--- config.mk ---
export PLATFORM = sky130hd
export DESIGN_NAME = tag_access_ctrl
export DESIGN_NICKNAME = d
export VERILOG_FILES = /design/src/rtl/tag_access_pkg.sv /design/src/rtl/tag_span_match.sv /design/src/rtl/tag_cfg_latch.sv /design/src/rtl/tag_login_state.sv /design/src/rtl/tag_verdict.sv /design/src/rtl/tag_access_ctrl.sv
export SDC_FILE = /design/constraint.sdc
export NUM_CORES = 1
export LEC_CHECK = 0
export BUFFER_PORTS_ARGS = -buffer_cell sky130_fd_sc_hd__buf_2
export CAP_MARGIN = 30
export CORE_UTILIZATION = 40
export DETAILED_ROUTE_END_ITERATION = 7
export GPL_TIMING_DRIVEN = 0
export PLACE_DENSITY_LB_ADDON = 0.25
export SYNTH_ARGS = -nofsm -noshare
export SYNTH_HDL_FRONTEND = slang
export SYNTH_SLANG_ARGS = --single-unit
--- constraint.sdc ---
create_clock -name clk -period 1.35 [get_ports clk]
set_input_delay 0.27 -clock clk [delete_from_list [all_inputs] [get_ports clk]]
set_output_delay 0.27 -clock clk [all_outputs]
set_load 0.1 [all_outputs]
--- src/rtl/tag_access_pkg.sv ---
package tag_access_pkg;

    localparam int ADDR_W    = 8;
    localparam int WORD_W    = 32;
    localparam int PW_WORD   = 0;
    localparam int CFG_LAST  = 2;
    localparam int USER_LAST = 31;
    localparam int ROM_LAST  = 33;
    localparam int PWCHK_BIT = 16;
    localparam int RAW_BIT   = 17;

    typedef enum logic [1:0] {
        OP_READ  = 2'd0,
        OP_WRITE = 2'd1,
        OP_LOGIN = 2'd2,
        OP_SETPW = 2'd3
    } op_e;

    typedef enum logic [2:0] {
        AC_PASSWORD,
        AC_CONFIG,
        AC_USER,
        AC_ROM,
        AC_INVALID
    } addr_class_e;

    // Field order follows the protection word bit layout (31:0).
    typedef struct packed {
        logic [ADDR_W-1:0] wi_last;
        logic [ADDR_W-1:0] wi_first;
        logic [ADDR_W-1:0] rp_last;
        logic [ADDR_W-1:0] rp_first;
    } guard_t;

    function automatic addr_class_e classify(input logic [ADDR_W-1:0] a);
        if (a == ADDR_W'(PW_WORD))        return AC_PASSWORD;
        else if (a <= ADDR_W'(CFG_LAST))  return AC_CONFIG;
        else if (a <= ADDR_W'(USER_LAST)) return AC_USER;
        else if (a <= ADDR_W'(ROM_LAST))  return AC_ROM;
        else                              return AC_INVALID;
    endfunction

endpackage

--- src/rtl/tag_span_match.sv ---
module tag_span_match #(
    parameter int W = 8
) (
    input  logic [W-1:0] addr,
    input  logic [W-1:0] lo,
    input  logic [W-1:0] hi,
    output logic         hit
);
    // Inclusive window; lo > hi gives an empty window.
    always_comb hit = (addr >= lo) && (addr <= hi);
endmodule

--- src/rtl/tag_cfg_latch.sv ---
module tag_cfg_latch
    import tag_access_pkg::*;
(
    input  logic              clk,
    input  logic              rst,
    input  logic              load,
    input  logic [WORD_W-1:0] prot_in,
    input  logic [WORD_W-1:0] ctrl_in,
    output guard_t            guard_q,
    output logic              pwchk_q,
    output logic              raw_q
);
    always_ff @(posedge clk) begin
        if (rst) begin
            guard_q <= '0;
            pwchk_q <= 1'b0;
            raw_q   <= 1'b0;
        end else if (load) begin
            guard_q <= guard_t'(prot_in);
            pwchk_q <= ctrl_in[PWCHK_BIT];
            raw_q   <= ctrl_in[RAW_BIT];
        end
    end
endmodule

--- src/rtl/tag_login_state.sv ---
module tag_login_state (
    input  logic clk,
    input  logic rst,
    input  logic clear,
    input  logic attempt,
    input  logic pw_ok,
    output logic logged_in
);
    always_ff @(posedge clk) begin
        if (rst || clear)  logged_in <= 1'b0;
        else if (attempt)  logged_in <= pw_ok;
    end
endmodule

--- src/rtl/tag_verdict.sv ---
module tag_verdict
    import tag_access_pkg::*;
(
    input  op_e               op,
    input  logic [ADDR_W-1:0] addr,
    input  logic              pw_ok,
    input  logic              logged_in,
    input  logic              pwchk,
    input  logic              rp_hit,
    input  logic              wi_hit,
    output logic              grant
);
    addr_class_e cls;

    always_comb begin
        cls   = classify(addr);
        grant = 1'b0;
        unique case (op)
            OP_READ: begin
                unique case (cls)
                    AC_PASSWORD, AC_INVALID: grant = 1'b0;
                    default:                 grant = !rp_hit || logged_in;
                endcase
            end
            OP_WRITE: begin
                if (wi_hit) grant = 1'b0;
                else begin
                    unique case (cls)
                        AC_CONFIG: grant = logged_in;
                        AC_USER:   grant = !pwchk || logged_in;
                        default:   grant = 1'b0;
                    endcase
                end
            end
            OP_LOGIN: grant = pw_ok;
            OP_SETPW: grant = pw_ok;
            default:  grant = 1'b0;
        endcase
    end
endmodule

--- src/rtl/tag_access_ctrl.sv ---
module tag_access_ctrl
    import tag_access_pkg::*;
(
    input  logic              clk,
    input  logic              rst,
    input  logic              cfg_load,
    input  logic              req_valid,
    input  logic [1:0]        req_op,
    input  logic [ADDR_W-1:0] req_addr,
    input  logic [WORD_W-1:0] req_pw,
    input  logic [WORD_W-1:0] stored_pw,
    input  logic [WORD_W-1:0] stored_prot,
    input  logic [WORD_W-1:0] stored_ctrl,
    output logic              resp_valid,
    output logic              resp_grant,
    output logic              logged_in,
    output logic              raw_en
);
    guard_t guard;
    logic   pwchk;
    logic   pw_ok;
    logic   rp_hit;
    logic   wi_hit;
    logic   grant_c;
    op_e    op;

    assign op    = op_e'(req_op);
    assign pw_ok = (req_pw == stored_pw);

    tag_cfg_latch u_cfg (
        .clk     (clk),
        .rst     (rst),
        .load    (cfg_load),
        .prot_in (stored_prot),
        .ctrl_in (stored_ctrl),
        .guard_q (guard),
        .pwchk_q (pwchk),
        .raw_q   (raw_en)
    );

    tag_span_match #(.W(ADDR_W)) u_rd_span (
        .addr (req_addr),
        .lo   (guard.rp_first),
        .hi   (guard.rp_last),
        .hit  (rp_hit)
    );

    tag_span_match #(.W(ADDR_W)) u_wr_span (
        .addr (req_addr),
        .lo   (guard.wi_first),
        .hi   (guard.wi_last),
        .hit  (wi_hit)
    );

    tag_verdict u_verdict (
        .op        (op),
        .addr      (req_addr),
        .pw_ok     (pw_ok),
        .logged_in (logged_in),
        .pwchk     (pwchk),
        .rp_hit    (rp_hit),
        .wi_hit    (wi_hit),
        .grant     (grant_c)
    );

    tag_login_state u_login (
        .clk       (clk),
        .rst       (rst),
        .clear     (cfg_load),
        .attempt   (req_valid && op == OP_LOGIN),
        .pw_ok     (pw_ok),
        .logged_in (logged_in)
    );

    always_ff @(posedge clk) begin
        if (rst) begin
            resp_valid <= 1'b0;
            resp_grant <= 1'b0;
        end else begin
            resp_valid <= req_valid;
            resp_grant <= req_valid && grant_c;
        end
    end
endmodule

Word level (Yosys, flattened, before mapping)
Cells that the tools add are included.

Register bits: 37. Bits in latches: 0. Bits in writable memories: 0. Bits in read-only memories: 0. Input bits: 142. Output and inout bits: 4. Word-level logic and storage cells: 45. Memories: 0.

Add/subtract/negate cells: 0. Multipliers: 0. Div/mod/pow operators: 0. Magnitude comparators: 7. Eq/ne operators: 7. Shifts and indexed selects: 0. Mux-type cells: 8. Bitwise operators: 0. Reductions and logical operators: 14.

Operator list (number): $eq A32 B32 Y1 (1); $ge A8 B8 Y1 (2); $le A8 B8 Y1 (2); $mux W3 (4); $le A8 B2 Y1 const B (1); $le A8 B5 Y1 const B (1); $le A8 B6 Y1 const B (1); $logic_not A8 Y1 (1); $eq A2 B2 Y1 const B (2); $logic_and A1 B1 Y1 (4); $reduce_or A2 Y1 (2); $eq A3 B1 Y1 const B (1); $eq A3 B2 Y1 const B (1); $eq A3 B3 Y1 const B (1); $logic_not A3 Y1 (1); $logic_or A1 B1 Y1 (3); $pmux W1 S3 (1); $eq A2 B1 Y1 const B (1); $logic_not A1 Y1 (2); $logic_not A2 Y1 (1); $mux W1 (2); $pmux W1 S2 (1).

Logic depth before layout (Yosys ltp)
Gate-level depths: netlist (run 1).

Word-level depth: 10. Gate-level depth with buffers: 8. Gate-level depth less buffers: 8.

Modules after synthesis
A second synthesis (run 1) with hierarchy kept.

Cell total of the unflattened synthesis: 288. Area, all modules: 2572.5 um^2.

Modules (own cells, without submodules): tag_cfg_latch (times used 1, cells each 110, area each 1238.7 um^2, seq. area each 680.7 um^2); tag_span_match (times used 2, cells each 57, area each 401.6 um^2, seq. area each 0.0 um^2); tag_access_ctrl (times used 1, cells each 49, area each 406.6 um^2, seq. area each 40.0 um^2); tag_verdict (times used 1, cells each 12, area each 83.8 um^2, seq. area each 0.0 um^2); tag_login_state (times used 1, cells each 3, area each 40.0 um^2, seq. area each 20.0 um^2).

Least setup slack after synthesis (run 1)
No wires, ideal clock.

Path type: register to register. Start point: register u_login.logged_in. End point: register resp_grant. Setup time: 79 ps. Data arrival time: 1576 ps. Required time: 1271 ps. Setup slack: -305 ps. Stages on the path, launching flop included: 5. Path buffers: 0. Clock period less this slack: 1655 ps. Path through: dfxtp_1 > nor2b_1 > nor4b_1 > o221ai_1 > o211ai_1.

Longest elaborated chain between the ends: 5.

RTL lines: start, declared (line tag_login_state.sv:7) `output logic logged_in`; start signal, assigned (line tag_login_state.sv:11) `else if (attempt) logged_in <= pw_ok;`; $logic_or A1 B1 Y1 (line tag_verdict.sv:30) `AC_USER: grant = !pwchk || logged_in;`; $pmux W1 S2 (line tag_verdict.sv:28) `unique case (cls)`; $mux W1 (line tag_verdict.sv:26) `if (wi_hit) grant = 1'b0;`; $pmux W1 S3 (*) (line tag_verdict.sv:18) `unique case (op)`; $logic_and A1 B1 Y1 (*) (line tag_access_ctrl.sv:81) `resp_grant <= req_valid && grant_c;`; end signal, assigned (line tag_access_ctrl.sv:81); end, declared (line tag_access_ctrl.sv:15) `output logic resp_grant,`.

Every way passes the cells marked *; elsewhere a longest branch is shown, timed or not. A chain may end at the register's enable or synchronous reset.

Final worst setup path (run 1)
Start point: register u_cfg.guard_q[9] (netlist bit). End point: register resp_grant.

Longest elaborated chain between the ends: 7.

RTL lines: start, declared (line tag_cfg_latch.sv:9) `output guard_t guard_q,`; start signal, assigned (line tag_cfg_latch.sv:19) `guard_q <= guard_t'(prot_in);`; $le A8 B8 Y1 (line tag_span_match.sv:10) `always_comb hit = (addr >= lo) && (addr <= hi);`; $logic_and A1 B1 Y1 (line tag_span_match.sv:10); $logic_not A1 Y1 (line tag_verdict.sv:22) `default: grant = !rp_hit || logged_in;`; $logic_or A1 B1 Y1 (line tag_verdict.sv:22); $mux W1 (line tag_verdict.sv:20) `unique case (cls)`; $pmux W1 S3 (line tag_verdict.sv:18); $logic_and A1 B1 Y1 (line tag_access_ctrl.sv:81).

No other way between the ends.

==> results of run 1 <==
## where the power goes
part           switching [uW]  internal [uW]  leakage, uW  total (uW)
Clock                     399            462    0.0000542         860
Sequential               30.0           1150     0.000307        1180
Combinational             363            357      0.00129         720
Total                     792           1970      0.00165        2770
## worst min-delay path, stage by stage
cell and delay (ps):
buf_2 70, mux2i_1 50, nor2_1 70
## layout make-up
cell class / instances / share of cell area, %
Multi-Input combinational cell: 204 / 50.0
Sequential cell: 37 / 22.4
Timing Repair Buffer: 113 / 17.1
Inverter: 31 / 3.50
Clock buffer: 7 / 2.89
Tap cell: 75 / 2.82
Buffer: 8 / 1.09
Clock inverter: 1 / 0.150
## layout by cell type (no fill, tap or decap), types with 4 or more instances in the layout
master / n
a21oi_1: 8
buf_2: 117
clkbuf_8: 7
dfxtp_1: 32
dfxtp_2: 5
ha_1: 29
inv_1: 29
mux2i_1: 36
nand2_1: 5
nand4_1: 6
nor2_1: 39
nor4_1: 9
o21ai_0: 4
xor2_1: 32
## sequential cells by signal, summed over array words and instances (netlist names)
signal             flops
u_login.logged_in      1
u_cfg.guard_q         32
resp_grant             1
resp_valid             1
u_cfg.pwchk_q          1
u_cfg.raw_q            1
## Yosys cell counts (all sizes together)
cell type / number
nor2: 40
dfxtp: 37
mux2i: 36
ha: 32
xor2: 32
inv: 31
a21oi: 10
nor4: 9
o21ai: 8
nand4: 6
buf: 5
nand2: 5
nor2b: 4
nor3: 4
clkbuf: 3
a211oi: 2
nand3: 2
o211ai: 2
o21a: 2
maj3: 1
nor3b: 1
nor4b: 1
o2111ai: 1
o21bai: 1
o221ai: 1
o22a: 1
o22ai: 1
or3: 1
or4: 1
## through the flow
step	hold slack (ps)	TNS [ps]	utilization, %	instances	worst slack, ps
after detailed placement	484	-662	52.7	468	-498
after floorplan	417	-122	-	280	-122
after global routing	213	-293	55.9	476	-293
after CTS	201	-270	55.1	476	-270
final	211	-221	55.9	476	-221
after global placement	470	-610	52.7	468	-454
## final timing paths
path / startpoint / end / slack (ps) / cells after the start
max: u_cfg.guard_q[9] / resp_grant / -220 / 8
max reg2reg: u_cfg.guard_q[9] / resp_grant / -220 / 8
min reg2reg: u_cfg.guard_q[1] / u_cfg.guard_q[1] / 480 / 2
min: stored_prot[2] / u_cfg.guard_q[2] / 210 / 3
## cell families after synthesis
logic type / Yosys count / share of synthesized area (%)
AND/OR/NAND/NOR: 74 / 14.5
buffers and inverters: 39 / 6.16
flip-flops: 37 / 29.9
multiplexers: 36 / 14.5
adder cells (fa/ha/maj): 33 / 16.5
XOR/XNOR: 32 / 11.3
AO/OA/AOI/OAI: 29 / 7.06
## what timing repair did
item / in CTS / in global routing
endpoints found under the setup margin: 2 / 2
gates resized for setup: 8 / 15
pin swaps: 6 / 12
hold buffers: 0 / 0
## layer usage
| layer | GRT usage (%) | share of wire, % | up-vias |
|---|---|---|---|
| met1 | 22.5 | 42 | 1048 |
| met5 | 0 | 0 | - |
| met2 | 34.3 | 50 | 66 |
| li1 | - | - | 1197 |
| met4 | 8.21 | 1.8 | 0 |
| met3 | 4.83 | 6.5 | 11 |
==> run summary, run 1 <==
### Clocking
* 70 ps — Clock Pin Slew Worst Setup and Hold Paths
* 5 — TritonCTS Buffers
* 2 — CTS HTree Levels
* 0 — Setup Buffers After CTS
* 290 ps — clock latency of the later-clocked register in the worst-skew pair
* 37 — Num Clock Sinks
* 2 — buffer levels on the longest clock path
* yes — TritonCTS clock tree
* clkbuf_8 — CTS root buffer

### Cells and area
* 0.00333 mm^2 — final design instance area without fill
* 0.00167 mm^2 — multi-input combinational cell area
* 0 — antenna diode instance count
* 574 — nets
* 579 — number of inserted filler cells in the final layout
* 34.2% — synthesis-to-layout area growth
* 747 um^2 — register cell area after layout
* 36.7% — share of layout cells above drive strength 1

### Worst setup path
* o211ai_1 — most repeated library cell on the critical path
* inv_2 -> ha_4 -> nor2b_4 -> o211ai_1 -> a21oi_1 -> nor4_1 -> o22a_1 -> o211ai_1 — ordered cell list for the critical path
* 340 ps — worst stage delay on the critical path
* flip-flop to flip-flop — type of the setup path with the least slack
* 2 — largest driver fanout on the critical path
* flip-flop — Worst Setup End Kind
* 1510 ps — Crit path required time
* dfxtp_2 — critical-path cell with the highest stage delay
* 1 — buffer and inverter count on the worst path
* 1730 ps — arrival time at the worst endpoint
* compound AO/OA/AOI/OAI gates — kind of cell with the highest combined delay on the critical path
* flip-flop — Critical Path Source Type

### Worst hold path
* input port to flip-flop — Hold/Removal Path Class

### GRT
* 9590 um — wire length of the first global-routing pass
* 0 — total congestion overflow after global routing
* 0 — antenna violations before repair
* 2172 — vias in the first global route
* 19.5% — Total GRT Usage
* 12 — pin count of the biggest net entering global routing

### Drt
* 59 — iteration-0 DRC count of the detailed router
* 4 — number of optimization iterations in the first detailed-route pass
* 12.8 um — final routed wire length divided by cell count
* 4.88 — detail-routed via count per cell
* 0 — antenna-violating nets left
* 2322 — DR vias
* 0 — number of DRC violations after detailed routing
* 6090 um — total wirelength of the detailed-routed design

### Flow run
* 0 — max_cap viols

### Place
* 4960 um — post-DP HPWL
* 0.00314 mm^2 — DP Area
* 113 — count of input and output buffers
* 0.805 — Placer Congestion

### Synthesis
* 8.86 um^2 — mean instance size in the synthesized netlist
* 0.00248 mm^2 — post-synthesis instance area
* 0 — Yosys warning count
* 280 — Gate Count Post-Synth
* 37 — Yosys reg bits
* 30 — Distinct cells, synth
* dfxtp_1 — library cell occupying the most area in the post-synthesis netlist
* 29.9% — sequential fraction of the synthesis area
* 454 — post-synthesis net count
* dfxtp_1 30%, ha_1 16%, mux2i_1 15% — Synth area leaders
* 29.9% — share of Yosys cell area claimed by the top area cell type

### STA
* 1570 ps — Period minus WS final
* 1 — number of setup violations in the final report
* 7.14 ps — maximum clock skew at final layout
* 67.5% — worst max-slew margin expressed relative to the limit
* 0 — final count of pins violating max slew
* -221 ps — setup ws final
* 116% — post-route fraction of the period consumed by the critical path
* 0.637 GHz — maximum clock frequency
* 0 — final count of hold timing violations
* true — RSZ-0062 raised after global routing
* 488 ps — slew at the pin closest to its max-slew limit

### Floorplan
* 28 — number of core rows
* 41.6% — initial cell density of the core
* 80.7 um — Die W
* 80.7 um — vertical die dimension
* 0.00596 mm^2 — core footprint
* 146 — io pins
* 0.00652 mm^2 — Total Die Area

### Power and ir drop
* 0.542 mV — peak supply drop
* 831 mW/mm^2 — power density relative to cell area
* 2770 uW — post-layout total power
* 0.00165 uW — Static Leakage

### Run status
* finished, violations left — run status
* negative setup slack — violated checks

No activity file was read; power rests on OpenSTA's default activity.
==> inputs of run 2 (changes only) <==
- CORE_UTILIZATION: 40 -> 45
- clock period: 1.35 -> 2 ns (I/O delays scaled with it)
==> run summary, run 2 (synthesis results as in run 1) <==
### STA
* 4.33 ps — maximum clock skew at final layout, -2.81 ps
* 1650 ps — Period minus WS final, +78.6 ps
* 82.5% — post-route fraction of the period consumed by the critical path, -34 points
* 0 ps — sum of negative setup slack, +221 ps
* 490 ps — slew at the pin closest to its max-slew limit, +1.86 ps
* 351 ps — setup ws final, +571 ps
* 0 — final count of hold timing violations, unchanged
* 0.606 GHz — maximum clock frequency, -4.8%
* 0 — final count of pins violating max slew, unchanged
* 67.6% — worst max-slew margin expressed relative to the limit, +0.10 points
* false — RSZ-0062 raised after global routing
* 0 — number of setup violations in the final report, -1

### Cells and area
* 29.7% — synthesis-to-layout area growth
* 61.8% — fin util, +5.9 points
* 574 — nets, unchanged
* 31.7% — share of layout cells above drive strength 1, -5.0 points
* 0 — antenna diode instance count, unchanged
* u_cfg.guard_q — register name with the most flops
* 118 x buf_2, 40 x nor2_1, 37 x dfxtp_1, 36 x mux2i_1 — most frequent cells in the layout
* 497 — number of inserted filler cells in the final layout, -14%
* buf_2 — most frequent standard cell in the layout excluding fill and tap cells
* 32 — flip-flop count of the largest register, all copies and words added, unchanged

### Flow run
* 0 — max_cap viols, unchanged

### Drt
* 2340 — DR vias, +0.78%
* 4 — number of optimization iterations in the first detailed-route pass, unchanged
* 4.97 — detail-routed via count per cell, +1.8%
* 12.4 um — final routed wire length divided by cell count, -3.1%
* 0 — antenna-violating nets left, unchanged
* 44 — iteration-0 DRC count of the detailed router, -25%
* 0 — number of DRC violations after detailed routing, unchanged
* 5840 um — total wirelength of the detailed-routed design, -4.1%

### Place
* 0.867 — Placer Congestion, +7.7%
* 4810 um — post-DP HPWL, -3.0%
* 113 — count of input and output buffers, unchanged
* 93.3 ps — dpl ws, +592 ps

### Worst setup path
* flip-flop to flip-flop — type of the setup path with the least slack
* flip-flop — Worst Setup End Kind
* 2200 ps — Crit path required time, +690 ps
* flip-flop — Critical Path Source Type
* 1 — buffer and inverter count on the worst path, unchanged
* dfxtp_1 — critical-path cell with the highest stage delay
* inv_1 -> ha_1 -> nand2_1 -> o21ai_0 -> mux2i_1 -> a21oi_1 -> o221ai_1 -> o211ai_1 — ordered cell list for the critical path
* 1850 ps — arrival time at the worst endpoint, +120 ps
* compound AO/OA/AOI/OAI gates — kind of cell with the highest combined delay on the critical path
* 340 ps — worst stage delay on the critical path, about the same
* 3 — largest driver fanout on the critical path, +1

### GRT
* 2388 — vias in the first global route, +9.9%
* 0 — total congestion overflow after global routing, unchanged
* 21.2% — Total GRT Usage, +1.7 points
* 10100 um — wire length of the first global-routing pass, +5.0%
* 12 — pin count of the biggest net entering global routing, unchanged
* 0 — antenna violations before repair, unchanged

### Floorplan
* 146 — io pins, unchanged
* 76.2 um — Die W, -5.6%
* 0.00581 mm^2 — Total Die Area, -11%
* 26 — number of core rows, -7.1%
* 76.2 um — vertical die dimension, -5.6%
* 47.6% — initial cell density of the core, +6.0 points
* 0.00520 mm^2 — core footprint, -13%

### Clocking
* 280 ps — clock latency of the later-clocked register in the worst-skew pair, about the same
* clkbuf_8 — CTS root buffer
* yes — TritonCTS clock tree
* 0 — post-cts gate resize count, -8
* 5 — TritonCTS Buffers, unchanged
* 2 — buffer levels on the longest clock path, unchanged
* 0 — Post-CTS Hold Buffers, unchanged
* 0 — Setup Buffers After CTS, unchanged
* 37 — Num Clock Sinks, unchanged
* 2 — CTS HTree Levels, unchanged
* 70 ps — Clock Pin Slew Worst Setup and Hold Paths, about the same

### Power and ir drop
* 28.2% — proportion of power drawn by the clock network, -2.9 points
* 0.390 mV — peak supply drop, -28%
* 1250 uW — internal power component, -37%
* 29.0% — fraction of power spent switching nets, +0.31 points
* 26.2% — Comb pwr share, +0.2 points
* 0.00163 uW — Static Leakage, -1.5%
* 508 uW — net load switching power, -36%
* 545 mW/mm^2 — power density relative to cell area, -34%
* 45.5% — sequential share of power, +2.7 points

### Run status
* finished clean — run status

### Worst hold path
* input port to flip-flop — Hold/Removal Path Class

## run 2: path summary, 6_finish.rpt
path | from | depth (start not counted) | slack, ps | to
setup reg to reg | u_cfg.guard_q[31] | 8 | 350 | resp_grant
setup / recovery | u_cfg.guard_q[31] | 8 | 350 | resp_grant
hold reg to reg | u_cfg.guard_q[4] | 2 | 500 | u_cfg.guard_q[4]
hold / removal | stored_prot[27] | 3 | 350 | u_cfg.guard_q[27]
## run 2: metal layers
metal | track usage [%] | wire length [um] | share of wire, % | vias up
met5 | 0 | 0 | 0 | -
met4 | 5.38 | 89 | 1.5 | 0
met3 | 5.87 | 414 | 7.1 | 9
met2 | 38.6 | 2840 | 49 | 87
met1 | 24.2 | 2500 | 43 | 1045
li1 | - | - | - | 1199
## run 2: worst reg2reg max path, stage by stage (launching register included)
cell and delay, ps:
dfxtp_1 340, inv_1 60, ha_1 310, nand2_1 70
o21ai_0 280, mux2i_1 120, a21oi_1 140, o221ai_1 130
o211ai_1 130
## run 2: area by class of cell
cell class	count	area [um^2]	area share (%)
inverter	31	116	3.62
buffer	8	36.3	1.13
clock inverter	2	10.0	0.311
clock buffer	6	72.6	2.26
multi-input combinational	204	1590	49.3
sequential	37	741	23.0
tap	70	87.6	2.72
timing repair buffer	113	566	17.6
## run 2: stage by stage
| step | hold slack (ps) | instances | power, uW | instance area (um^2) |
|---|---|---|---|---|
| finish | 349 | 471 | 1750 | 3220 |
| CTS | 346 | 471 | 1770 | 3220 |
| global route | 345 | 471 | 1870 | 3220 |
| floorplan | 452 | 280 | 1080 | 2480 |
| global placement | 469 | 463 | 1260 | 3130 |
| detailed placement | 482 | 463 | 1270 | 3130 |
## run 2: power groups by stage
stage          Combinational [uW]  Sequential (uW)  Clock (uW)
3_5_place_dp                  459              816           0
6_report                      460              799         495
5_1_grt                       523              804         546
4_1_cts                       463              799         510
2_1_floorplan                 255              828           0
3_3_place_gp                  443              814           0
